**config.mk**
```make
export PLATFORM = sky130hd
export DESIGN_NAME = mpic_top
export DESIGN_NICKNAME = d
export VERILOG_FILES = /design/src/rtl/mpic_pkg.sv /design/src/rtl/mpic_sys_resolve.sv /design/src/rtl/mpic_cpu_slot.sv /design/src/rtl/mpic_top.sv
export SDC_FILE = /design/constraint.sdc
export NUM_CORES = 1
export LEC_CHECK = 0
export BUFFER_PORTS_ARGS = -buffer_cell sky130_fd_sc_hd__clkbuf_2
export CAP_MARGIN = 5
export CORE_UTILIZATION = 30
export CTS_CLUSTER_DIAMETER = 100
export CTS_CLUSTER_SIZE = 20
export DETAILED_ROUTE_END_ITERATION = 12
export PLACE_DENSITY_LB_ADDON = 0.12
export SLEW_MARGIN = 30
export SYNTH_ARGS = -nofsm -noshare
export SYNTH_HDL_FRONTEND = slang
export SYNTH_SLANG_ARGS = --single-unit
export TNS_END_PERCENT = 1
```
**constraint.sdc**
```tcl
create_clock -name clk -period 8.4 [get_ports clk]
set_input_delay 1.68 -clock clk [delete_from_list [all_inputs] [get_ports clk]]
set_output_delay 1.68 -clock clk [all_outputs]
set_load 0.02 [all_outputs]
```
**src/rtl/mpic_pkg.sv**
```systemverilog
package mpic_pkg;
  localparam int SRC_N     = 32;
  localparam int DATA_W    = 32;
  localparam int LVL_W     = 4;
  localparam int CODE_W    = 8;
  localparam int SRC_IDX_W = $clog2(SRC_N);
  localparam int PEND_W    = (1 << LVL_W) - 1;   // private bits per half
  localparam int SOFT_LSB  = DATA_W - PEND_W;    // 17
  localparam int TBL_W     = SRC_N * LVL_W;
  localparam logic [3:0] TRAP_EXT = 4'h1;

  typedef logic [LVL_W-1:0] lvl_t;

  typedef enum logic [2:0] {
    SEL_PRIV_SET = 3'd0,
    SEL_PRIV_CLR = 3'd1,
    SEL_DIS_SET  = 3'd2,
    SEL_DIS_CLR  = 3'd3,
    SEL_TARGET   = 3'd4
  } reg_sel_e;

  function automatic logic [TBL_W-1:0] default_table();
    logic [TBL_W-1:0] t;
    for (int i = 0; i < SRC_N; i++) t[i*LVL_W +: LVL_W] = LVL_W'(i % 16);
    return t;
  endfunction

  function automatic lvl_t tbl_level(input logic [TBL_W-1:0] t,
                                     input logic [SRC_IDX_W-1:0] idx);
    return t[int'(idx)*LVL_W +: LVL_W];
  endfunction

  function automatic lvl_t lvl_max(input lvl_t a, input lvl_t b);
    return (a > b) ? a : b;
  endfunction

  // Highest set bit position (1-based) of a private half word.
  function automatic lvl_t top_bit(input logic [PEND_W-1:0] v);
    lvl_t r = '0;
    for (int j = 0; j < PEND_W; j++) if (v[j]) r = LVL_W'(j + 1);
    return r;
  endfunction

  function automatic lvl_t sys_level(input logic [SRC_N-1:0] active,
                                     input logic [TBL_W-1:0] t);
    lvl_t r = '0;
    for (int i = 0; i < SRC_N; i++)
      if (active[i]) r = lvl_max(r, t[i*LVL_W +: LVL_W]);
    return r;
  endfunction
endpackage

```
**src/rtl/mpic_sys_resolve.sv**
```systemverilog
module mpic_sys_resolve
  import mpic_pkg::*;
#(
  parameter logic [TBL_W-1:0] LVL_TABLE = default_table()
) (
  input  logic [SRC_N-1:0] src_in,
  input  logic [SRC_N-1:0] sys_pend,
  input  logic [SRC_N-1:0] disable_mask,
  output logic [SRC_N-1:0] active,
  output lvl_t             level
);
  assign active = (src_in | sys_pend) & ~disable_mask;
  assign level  = sys_level(active, LVL_TABLE);
endmodule

```
**src/rtl/mpic_cpu_slot.sv**
```systemverilog
module mpic_cpu_slot
  import mpic_pkg::*;
#(
  parameter bit PRESENT = 1'b1
) (
  input  logic              clk,
  input  logic              rst_n,
  input  logic              priv_set,
  input  logic              priv_clr,
  input  logic [PEND_W-1:0] wsoft,
  input  logic [PEND_W-1:0] wloc,
  input  logic              loc_en,
  input  logic              loc_on,
  input  lvl_t              loc_lvl,
  input  lvl_t              sys_lvl,
  input  logic              ack,
  input  logic              halted,
  output logic              req,
  output logic [CODE_W-1:0] code,
  output logic              wake,
  output lvl_t              priv,
  output lvl_t              cand
);
  logic [PEND_W-1:0] soft_q, loc_q, soft_n, loc_n;
  logic              raise;

  always_comb begin
    soft_n = soft_q;
    loc_n  = loc_q;
    if (priv_set) soft_n = soft_n | wsoft;
    if (priv_clr) begin
      soft_n = soft_n & ~wsoft;
      loc_n  = loc_n & ~wloc;
    end
    if (loc_en && loc_lvl != '0) loc_n[int'(loc_lvl) - 1] = loc_on;
  end

  assign priv  = lvl_max(top_bit(soft_q), top_bit(loc_q));
  assign cand  = lvl_max(priv, sys_lvl);
  assign raise = PRESENT && !req && (cand != '0);

  always_ff @(posedge clk) begin
    if (!rst_n) begin
      soft_q <= '0;
      loc_q  <= '0;
      req    <= 1'b0;
      code   <= '0;
      wake   <= 1'b0;
    end else begin
      soft_q <= soft_n;
      loc_q  <= loc_n;
      wake   <= raise && halted;
      if (req && ack) begin
        req <= 1'b0;
      end else if (raise) begin
        req  <= 1'b1;
        code <= {TRAP_EXT, cand};
      end
    end
  end
endmodule

```
**src/rtl/mpic_top.sv**
```systemverilog
module mpic_top
  import mpic_pkg::*;
#(
  parameter int NCPU = 4,
  parameter logic [NCPU-1:0] CPU_PRESENT = '1,
  parameter logic [TBL_W-1:0] LVL_TABLE = default_table(),
  localparam int CPU_W = (NCPU > 1) ? $clog2(NCPU) : 1
) (
  input  logic                   clk,
  input  logic                   rst_n,
  input  logic                   wr_en,
  input  logic [2:0]             wr_sel,
  input  logic [CPU_W-1:0]       wr_cpu,
  input  logic [DATA_W-1:0]      wr_data,
  input  logic [SRC_N-1:0]       src_in,
  input  logic                   loc_valid,
  input  logic [CPU_W:0]         loc_cpu,
  input  logic [SRC_IDX_W-1:0]   loc_src,
  input  logic                   loc_on,
  input  logic [NCPU-1:0]        cpu_halted,
  input  logic [NCPU-1:0]        cpu_ack,
  output logic [NCPU-1:0]        irq_req,
  output logic [NCPU*CODE_W-1:0] irq_code,
  output logic [NCPU-1:0]        irq_wake
);
  logic [SRC_N-1:0]      dis_q, sys_q, active;
  logic [CPU_W-1:0]      tgt_q;
  lvl_t                  sys_lvl, loc_lvl;
  logic                  loc_global;
  logic [NCPU*LVL_W-1:0] priv_bus, cand_bus;

  assign loc_global = loc_valid && (&loc_cpu);
  assign loc_lvl    = tbl_level(LVL_TABLE, loc_src);

  always_ff @(posedge clk) begin
    if (!rst_n) begin
      dis_q <= '0;
      sys_q <= '0;
      tgt_q <= '0;
    end else begin
      if (wr_en) begin
        case (wr_sel)
          SEL_DIS_SET: dis_q <= dis_q | wr_data;
          SEL_DIS_CLR: dis_q <= dis_q & ~wr_data;
          SEL_TARGET:  tgt_q <= wr_data[CPU_W-1:0];
          default: ;
        endcase
      end
      if (loc_global) sys_q[loc_src] <= loc_on;
    end
  end

  mpic_sys_resolve #(.LVL_TABLE(LVL_TABLE)) u_sys (
    .src_in      (src_in),
    .sys_pend    (sys_q),
    .disable_mask(dis_q),
    .active      (active),
    .level       (sys_lvl)
  );

  for (genvar c = 0; c < NCPU; c++) begin : g_cpu
    logic hit_wr, hit_loc;
    lvl_t slot_sys;
    assign hit_wr   = wr_en && (wr_cpu == CPU_W'(c));
    assign hit_loc  = loc_valid && (loc_cpu == (CPU_W+1)'(c));
    assign slot_sys = (tgt_q == CPU_W'(c)) ? sys_lvl : '0;

    mpic_cpu_slot #(.PRESENT(CPU_PRESENT[c])) u_slot (
      .clk     (clk),
      .rst_n   (rst_n),
      .priv_set(hit_wr && (wr_sel == SEL_PRIV_SET)),
      .priv_clr(hit_wr && (wr_sel == SEL_PRIV_CLR)),
      .wsoft   (wr_data[DATA_W-1:SOFT_LSB]),
      .wloc    (wr_data[PEND_W:1]),
      .loc_en  (hit_loc),
      .loc_on  (loc_on),
      .loc_lvl (loc_lvl),
      .sys_lvl (slot_sys),
      .ack     (cpu_ack[c]),
      .halted  (cpu_halted[c]),
      .req     (irq_req[c]),
      .code    (irq_code[c*CODE_W +: CODE_W]),
      .wake    (irq_wake[c]),
      .priv    (priv_bus[c*LVL_W +: LVL_W]),
      .cand    (cand_bus[c*LVL_W +: LVL_W])
    );
  end
endmodule

```
# After elaboration in Yosys (flattened, before gate mapping)
# Index checks and enable logic that the tools add are counted.
# totals
register_bits,214
input_bits,90
# classes
bitwise_logic,25
reduce_logical,60
shift,1
mux,219
n_lt_le_gt_ge,42
n_eq_ne,13
n_addsub,1
# op_table
op,count
4-bit 2-to-1 mux,136
15-bit 2-to-1 mux,16
"128-bit by 8-bit indexed part select with 4-bit output, first input constant",1
15-bit AND,8
3-bit 2-to-1 mux,32
32-bit AND,2
"4-bit greater-than comparator, second input constant",16
32-bit inverter,2
32-bit OR,2
32-bit one-hot mux with 2 select lines,1
15-bit bitwise mux,4
15-bit OR,4
1-bit logical AND,35
32-bit bitwise mux,1
"32-bit by 1-bit >= comparator with 1-bit output, second input constant",1
"4-bit by 3-bit greater-than comparator with 1-bit output, second input constant",8
4-bit greater-than comparator,8
"32-bit by 6-bit less-than comparator with 1-bit output, second input constant",1
2-bit 2-to-1 mux,16
15-bit inverter,2
4-bit nonzero test,5
"4-bit by 2-bit greater-than comparator with 1-bit output, second input constant",4
"3-bit by 2-bit equality test with 1-bit output, second input constant",4
2-bit AND reduction,6
18 further kinds,46

# Logic depth before layout (Yosys ltp)
# logic_depth
word_depth,99
depth_mapped,25

# Cells and area by module
# From an unflattened synthesis, not the netlist that was laid out.
# unflattened
hier_cells,1632
area_unflattened_um2,12749.7
# by_module_without_submodules
mod,cells_per_inst,area_each_um2,n_inst,seq_area_each_um2
mpic_cpu_slot,302,2268.4,4,740.7
mpic_top,295,2894.0,1,1321.3
mpic_sys_resolve,129,782.0,1,0.0

# Worst setup path before layout
# OpenSTA, ideal clock, no wires.
# synth_timing
kind,input-to-reg
from,in src_in[12]
to,reg g_cpu[2].u_slot.wake
required_time_ns,8.285
cell_stages,19
arrival_ns,5.135
path_buffers,2
slack_ns,3.149
setup_time_ns,0.115
cell_sequence,o21bai_2 > nand4_4 > or2_1 > o32a_1 > a2bb2oi_1 > or3_1 > buf_2 > nand2_1 > ha_1 > nor2b_1 > o21ai_0 > nand2b_1 > a21oi_1 > a41o_1 > clkbuf_1 > nor2_1 > a311oi_1 > a21oi_1 > and3_1
# synth_via
elab_chain_cells,66
# synth_lines
item,line_no,text
start: declaration,mpic_top.sv:15,"input logic [SRC_N-1:0] src_in,"
32-bit OR (*),mpic_sys_resolve.sv:12,assign active = (src_in | sys_pend) & ~disable_mask;
32-bit AND (*),mpic_sys_resolve.sv:12,
4-bit 2-to-1 mux (*),mpic_pkg.sv:48,"if (active[i]) r = lvl_max(r, t[i*LVL_W +: LVL_W]);"
4-bit greater-than comparator,mpic_pkg.sv:34,return (a > b) ? a : b;
4-bit 2-to-1 mux,mpic_pkg.sv:34,
4-bit 2-to-1 mux (*),mpic_pkg.sv:48,
4-bit greater-than comparator,mpic_pkg.sv:34,
4-bit 2-to-1 mux,mpic_pkg.sv:34,
[50 not listed],--,
4-bit 2-to-1 mux,mpic_pkg.sv:34,
4-bit 2-to-1 mux (*),mpic_pkg.sv:48,
4-bit 2-to-1 mux (*),mpic_top.sv:66,assign slot_sys = (tgt_q == CPU_W'(c)) ? sys_lvl : '0;
4-bit greater-than comparator,mpic_pkg.sv:34,
4-bit 2-to-1 mux (*),mpic_pkg.sv:34,
4-bit nonzero test (*),mpic_cpu_slot.sv:40,assign raise = PRESENT && !req && (cand != '0);
1-bit logical AND (*),mpic_cpu_slot.sv:40,
1-bit logical AND (*),mpic_cpu_slot.sv:52,wake <= raise && halted;
end signal: assignment,mpic_cpu_slot.sv:52,
end: declaration,mpic_cpu_slot.sv:20,"output logic wake,"
# Mark *: on every way between the ends. The rest lies on a longest branch, timed or not.
# A chain may end at the register's enable or synchronous reset.

# Worst setup path in the final report
# layout_timing
from,in src_in[6]
to,reg g_cpu[2].u_slot.wake
# layout_via
elab_chain_cells,84
# layout_lines
item,line_no
32-bit OR (*),mpic_sys_resolve.sv:12
32-bit AND (*),mpic_sys_resolve.sv:12
4-bit 2-to-1 mux (*),mpic_pkg.sv:48
4-bit by 3-bit greater-than comparator with 1-bit output,mpic_pkg.sv:34
4-bit 2-to-1 mux,mpic_pkg.sv:34
4-bit 2-to-1 mux (*),mpic_pkg.sv:48
4-bit greater-than comparator,mpic_pkg.sv:34
4-bit 2-to-1 mux,mpic_pkg.sv:34
[68 not listed],--
4-bit 2-to-1 mux,mpic_pkg.sv:34
4-bit 2-to-1 mux (*),mpic_pkg.sv:48
4-bit 2-to-1 mux (*),mpic_top.sv:66
4-bit greater-than comparator,mpic_pkg.sv:34
4-bit 2-to-1 mux (*),mpic_pkg.sv:34
4-bit nonzero test (*),mpic_cpu_slot.sv:40
1-bit logical AND (*),mpic_cpu_slot.sv:40
1-bit logical AND (*),mpic_cpu_slot.sv:52
# Marked as above.

==> impl_metrics.toml <==
[detailed_routing]
drt-initial-drc-count = 879
drt-wirelength-per-cell_um = 19.9
vias_per_cell = 5.50
ant_nets = 0
num_vias = 11400
drt-total-wl_um = 41100
drc_errors = 0
first_pass_iters = 5

[global_routing]
track_usage_pct = 20.4
grt_max_degree = 116
grt_antenna_before_repair = 0
grt_pass1_vias = 10400
grt_overflow = 0
grt_first_pass_wirelength_um = 62700

[timing]
fmax_mhz = 171
relSlewSlack_pct = 34.7
rsz0062_at_grt = "false"
setup_tns_ps = 0
worst_slew_pin_slew_ps = 979
post-route-period-util_pct = 69.7
setup-violations-final = 0
finalMaxSlewViolations = 0
post-route-min-period_ps = 5850
timing.hold.ws_ps = 462
fin_skew_ps = 9.89
setup_slack_ps = 2550
final-hold-violation-count = 0

[worst_hold_path]
holdPathStages = 2
hold_class = "reg -> reg"

[cts]
clk_pin_slew_worst_paths_ps = 90
htreeDepth = 1
cts_tree = "yes"
cts_resized = 0
holdBufCountCts = 0
clkLatencyLatePin_ps = 490
cts_buffers = 14
clock-sinks = 210
root_buffer = "clkbuf_16"
clockBufferDepth = 3
post-cts-setup-buffer-count = 0

[worst_setup_path]
critPathSlowestCell = "a311oi_1"
worstPathArrival_ps = 6240
cp_cell_sequence = "clkbuf_2 -> o21bai_1 -> nand4_1 -> nor3_1 -> a31oi_1 -> a22oi_1 -> o2bb2ai_1 -> a21oi_1 -> nor2_1 -> nor2b_1 -> ha_1 -> nor2b_1 -> o21ai_0 -> nand2b_1 -> a21oi_1 -> a41o_1 -> nor2_1 -> a311oi_1 -> a21oi_1 -> and3_1"
cp-end-kind = "flip-flop"
rr_worst_depth = 21
required_ps = 8790
cpMostUsedCell = "a21oi_1"
critPathKind = "in -> reg"
cp-start-kind = "input pin"
critical_path.max_fanout = 10
cp_slowest_stage_delay_ps = 660

[floorplan]
ioPinCount = 130
core_area_sq_mm = 0.0386
placementRows = 72
die_area_sq_mm = 0.0399
fp.dieH_um = 200
start_util_pct = 30.4
die-width_um = 200

[pwr]
p_leak_uw = 0.00432
ir_drop_mv = 0.101
powerDensity_mw_per_mm2 = 176
finalPower_uw = 2290

[synth]
async_flop_share_pct = 0
ys_warn_count = 0
synth-edff-count = 0
syn_avg_cell_area_sq_um = 7.72
synth.distinct_cells = 75
yosys_most_used_dff = "dfxtp_1"
synth-seq-cells = 210
syn_area_sq_mm = 0.0117
synth_seq_area_share_pct = 35.9
synth_cells = 1518

[placed_design]
finalWeightedCongestion = 0.872
io_buffers = 114
pre_cts_ws_ps = 2180
dp_hpwl_um = 29700
place_area_sq_mm = 0.0126

[layout]
final_cell_mix = "233 x a21oi_1, 210 x dfxtp_1, 145 x nand2_1, 122 x nor2_1, 114 x clkbuf_2"
nets = 1668
fill_cells = 4175
drive_gt1_share_pct = 11.9
synthToLayoutAreaGrowth_pct = 11.3
stdcell_area_sq_mm = 0.0130
layout_commonest_cell = "a21oi_1"

[run]
max-cap-violations = 0

[outcome]
status = "completed"
## per-stage QoR
step / std cells / utilization, %
global route: 2066 / 33.8
global placement: 2048 / 32.5
CTS: 2066 / 33.8
detailed placement: 2048 / 32.6
floorplan: 1529 / -
finish: 2067 / 33.8
## worst max-delay path: cells and delay by family
family,cells,cell delay (ps)
compound gates,10,2730
fa+ha+maj,1,150
buf+inv,1,90
simple gates,8,1550
## area by class of cell
| cell class | count | area [sq um] | share of cell area, % |
|---|---|---|---|
| Timing Repair Buffer | 122 | 634 | 4.86 |
| Inverter | 48 | 185 | 1.42 |
| Antenna cell | 1 | 2.50 | 0.0192 |
| Tap cell | 518 | 648 | 4.97 |
| Sequential cell | 210 | 4200 | 32.2 |
| Clock buffer | 16 | 389 | 2.98 |
| Multi-Input combinational cell | 1150 | 6920 | 53.0 |
| Clock inverter | 2 | 60.1 | 0.461 |
## worst paths after layout
path / start / slack, ps / endpoint
max: src_in[6] / 2550 / g_cpu[2].u_slot.wake
min: g_cpu[2].u_slot.code[2] / 460 / g_cpu[2].u_slot.code[2]
max reg2reg: g_cpu[2].u_slot.loc_q[2] / 3100 / g_cpu[2].u_slot.wake
min reg2reg: g_cpu[2].u_slot.code[2] / 460 / g_cpu[2].u_slot.code[2]
## logic make-up after synthesis
family / synth area share, %
mux: 1.30
compound gates: 33.1
flops: 35.9
other cells: 0.0320
fa+ha+maj: 3.42
buf+inv: 6.06
simple gates: 20.3
## metal layers
metal	global-route usage (%)	vias up	part of all wire, %
met4	4.86	0	2.4
met3	2.28	55	4.8
met5	0	-	0
met2	34.2	304	47
met1	27.9	5366	46
li1	-	5638	-
## where the power goes
group | total [uW] | switching, uW | internal (uW)
logic | 460 | 305 | 155
clock network | 769 | 376 | 392
registers | 1060 | 31.7 | 1030
## synthesized netlist by cell type, drive strengths merged (2+ instances only)
cell type / instances / area share (%)
nand2b: 20 / 1.1
nand4: 11 / 0.77
nor2: 130 / 4.2
dfxtp: 210 / 36
nor4: 17 / 0.91
a31oi: 11 / 0.59
a21boi: 3 / 0.19
or4: 2 / 0.13
o211a: 2 / 0.17
buf: 24 / 1.4
o21ai: 65 / 2.8
nor2b: 23 / 1.2
ha: 32 / 3.4
a41o: 4 / 0.34
or3: 4 / 0.21
nand2: 145 / 4.6
o41ai: 7 / 0.52
inv: 48 / 1.5
o21bai: 31 / 2.4
a311oi: 31 / 2.3
a21oi: 233 / 9.9
o311ai: 3 / 0.22
a211oi: 78 / 5.0
o22ai: 3 / 0.16
mux2i: 13 / 1.1
and2: 7 / 0.37
a221o: 16 / 1.4
mux2: 2 / 0.19
clkbuf: 97 / 3.1
or2: 6 / 0.32
and3: 6 / 0.32
o31ai: 18 / 1.2
a221oi: 3 / 0.22
a21o: 4 / 0.26
nand3: 91 / 3.9
nor3b: 3 / 0.19
o211ai: 45 / 2.9
and4: 3 / 0.22
o21a: 12 / 0.77
o21ba: 7 / 0.60
nor3: 27 / 1.2
Power figures use the tool's default switching activity.
